--- config.mk ---
export PLATFORM = sky130hd
export DESIGN_NAME = nmi_trap_ctl
export DESIGN_NICKNAME = d
export VERILOG_FILES = /design/src/rtl/nmi_trap_ctl.sv
export SDC_FILE = /design/constraint.sdc
export NUM_CORES = 1
export LEC_CHECK = 0
export BUFFER_PORTS_ARGS = -buffer_cell sky130_fd_sc_hd__buf_2
export CAP_MARGIN = 40
export CORE_AREA = 2 2 39 41
export CTS_CLUSTER_DIAMETER = 200
export DETAILED_ROUTE_END_ITERATION = 8
export DIE_AREA = 0 0 41 43
export GPL_TIMING_DRIVEN = 1
export MAX_ROUTING_LAYER = met4
export PLACE_DENSITY = 0.38
export SETUP_SLACK_MARGIN = 0.15
export SLEW_MARGIN = 20
export SYNTH_ARGS = -nofsm -noshare
export SYNTH_HDL_FRONTEND = slang
export SYNTH_SLANG_ARGS = --single-unit
export TNS_END_PERCENT = 10
--- constraint.sdc ---
create_clock -name clk -period 1.3 [get_ports clk]
set_input_delay 0.26 -clock clk [delete_from_list [all_inputs] [get_ports clk]]
set_output_delay 0.26 -clock clk [all_outputs]
set_load 0.02 [all_outputs]
--- src/rtl/nmi_trap_ctl.sv ---
module nmi_trap_ctl #(
  parameter int SYNC_STAGES = 2
) (
  input  logic       clk,
  input  logic       rst_n,
  input  logic       nmi_pin_n,
  input  logic       wr_en,
  input  logic [2:0] wr_data,
  output logic [2:0] rd_data,
  output logic       trap_req,
  input  logic       trap_ack
);

  localparam int PIPE = SYNC_STAGES + 1;

  logic [PIPE-1:0] pipe_q;
  logic            arm_q, lock_q, pend_q;
  logic            fall, take;

  always_ff @(posedge clk or negedge rst_n)
    if (!rst_n) pipe_q <= '1;
    else        pipe_q <= {pipe_q[PIPE-2:0], nmi_pin_n};

  assign fall = pipe_q[PIPE-1] & ~pipe_q[PIPE-2];
  assign take = fall & (arm_q | lock_q);

  always_ff @(posedge clk or negedge rst_n)
    if (!rst_n)     arm_q <= 1'b0;
    else if (take)  arm_q <= 1'b0;
    else if (wr_en) arm_q <= wr_data[0];

  always_ff @(posedge clk or negedge rst_n)
    if (!rst_n)                     lock_q <= 1'b0;
    else if (wr_en && wr_data[1])   lock_q <= 1'b1;

  always_ff @(posedge clk or negedge rst_n)
    if (!rst_n)        pend_q <= 1'b0;
    else if (take)     pend_q <= 1'b1;
    else if (trap_ack) pend_q <= 1'b0;

  assign trap_req = pend_q;
  assign rd_data  = {pend_q, lock_q, arm_q};

endmodule


==> metrics.csv <==
metric;value;unit
slowest stage cell, crit path;dfrtp_1;
sequential share of the synthesized area;69.9;%
drt via density;3.60;
Post-Synthesis Cells;17;
violation count after the first detailed-route iteration;0;
Slew Limit Fails;0;
CP startpoint kind;register;
initial antenna violation count;0;
Post-Syn Nets;25;
core region area;0.00138;sq mm
CTS Buf Count;3;
R2R Path End;arm_q;
Final ANT Viol Nets;0;
pre-CTS setup slack;0.306;ns
drt drc;0;
hold depth;1;
setup slack, reg-to-reg;0.32;ns
wire length of the first global-routing pass;593;microns
RD Place Congestion;0.579;
average instance area after synthesis;13.0;sq um
wirelength, routed;352;microns
Max Buffers Root-to-Sink;2;
Placed Cells;40;
Max-Cap Viols;0;
average wire per cell in the routed design;7.82;microns
most common cell after layout, fill and taps aside;buf_2;
area grow syn2layout;38.1;%
diode count;0;
FMAX;946;MHz
final worst slack;0.243;ns
Clock Skews;0.0105;ns
WP data arrival;0.80;ns
die area;0.00176;sq mm
starting density of the core;15.9;%
PortBufs;10;
Yosys cell types;11;
CTS tree;built;
Max Fanout on Critical Path;3;
Tightest Hold Check Type;input port to register;
R2R depth;3;
largest net degree at the start of global routing;7;
most frequent cells in the layout;buf_2, dfrtp_1, clkbuf_4, dfstp_2;
status;complete, no violations;
CTS HTree Levels;1;
Die H;43;microns
Pleak;0.142;nW
PostCTS Resize Cnt;0;
final setup violation count;0;
#FFs+latches synth;6;
worst-margin pin slew;0.148;ns
root buf cell;clkbuf_4;
Final min period;1.06;ns
Critical Path RT;1.04;ns
share of cells above drive strength 1;55.2;%
critical path class;register to primary output;
Post-Syn Area;220;sq um
crit-path max cell delay;0.39;ns
worst r2r src;pipe_q[2];
Synthesis Warnings;0;
Period Utilization, post-route;81.3;%
# rows;14;
CP Buf/Inv Count;1;
Final Hold Fails;0;
CP Cell Sequence;buf_2;
power per cell area;1420;mW/mm^2
total congestion overflow;0;
Crit. End Element;primary output;
I/O pin total;12;
vias in the first global route;173;
Clock Sinks;6;
Die W;41;microns
CP delay by family, top;flip-flops;
Worst Hold Path EP;pipe_q[0];
vias;162;
setup TNS;0;ns
unrepaired setup endpoints after global routing;no;
Final Non-Filler Cells;45;
nets;38;
gr usage total;6.22;%
Total Power Consumption;0.431;mW
Pre-antenna DRT Iters;1;
Skew-Pair Late Insertion Delay;0.24;ns
hold_sp;nmi_pin_n;
VDD IR max;549;uV
clock-pin slew on the worst setup and hold paths;0.05;ns
Slew HR;90.1;%
[synthesized netlist by cell type]
cell type	instances	area, sq um
inv_1	1	3.75
o211ai_1	1	7.51
dfrtp_1	3	75.1
dfstp_2	3	78.8
nand2b_1	1	6.26
a21o_1	1	7.51
buf_4	3	22.5
o22ai_1	1	6.26
o21ai_1	1	5.00
nor2_1	1	3.75
nand2_1	1	3.75
[flip-flops by register name, summed over array words and instances, names as in the netlist]
register,flops
pipe_q,3
trap_req,1
lock_q,1
arm_q,1
[stage by stage]
stage / area [sq um] / hold WS (ns) / util (%)
floorplan: 220 / -0.0356 / -
global placement: 268 / 0.0848 / 19.3
detailed placement: 268 / 0.0888 / 19.3
CTS: 304 / 0.114 / 22.0
global route: 304 / 0.104 / 22.0
finish: 304 / 0.125 / 22.0
[how the worst max path moves through the flow]
stage | from | endpoint | cells past startpoint
floorplan | pipe_q[2] | arm_q | 3
global placement | pipe_q[2] | arm_q | 3
detailed placement | pipe_q[2] | arm_q | 3
CTS | arm_q | rd_data[0] | 1
global route | lock_q | rd_data[1] | 1
finish | lock_q | rd_data[1] | 1
[kinds of logic (layout without fill, tap and decap cells)]
group,count (synthesis),after routing,synth area share (%)
compound gates,4,4,11.9
buf+inv,4,16,11.9
flops,6,6,69.9
simple gates,3,3,6.25
[where the power goes]
part           switching, mW  leakage (nW)  total, mW  internal [mW]
registers            0.00513        0.0652      0.207          0.202
logic                 0.0252        0.0615     0.0436         0.0184
clock network         0.0643        0.0150      0.180          0.116
total                 0.0946         0.142      0.431          0.336
[repair_timing]
| action | in CTS | in global routing |
|---|---|---|
| hold buffers | 1 | 0 |
| setup endpoints to repair | 0 | 0 |
| buffers inserted | 0 | 0 |
| endpoints found under the hold margin | 3 | 0 |
[metal layers]
layer	routed length [microns]	track usage [%]
met5	0	-
met3	55	7.85
met1	148	4.28
met2	149	8.13
met4	0	4.00
[cell type report]
cell class | count | area (sq um)
Clock buffer | 4 | 26.3
Fill cell | 150 | 1080
Inverter | 1 | 3.75
Multi-Input combinational cell | 7 | 40.0
Sequential cell | 6 | 154
Tap cell | 16 | 20.0
Timing Repair Buffer | 11 | 60.1
Note: power is estimated with default switching activity, not from simulation.
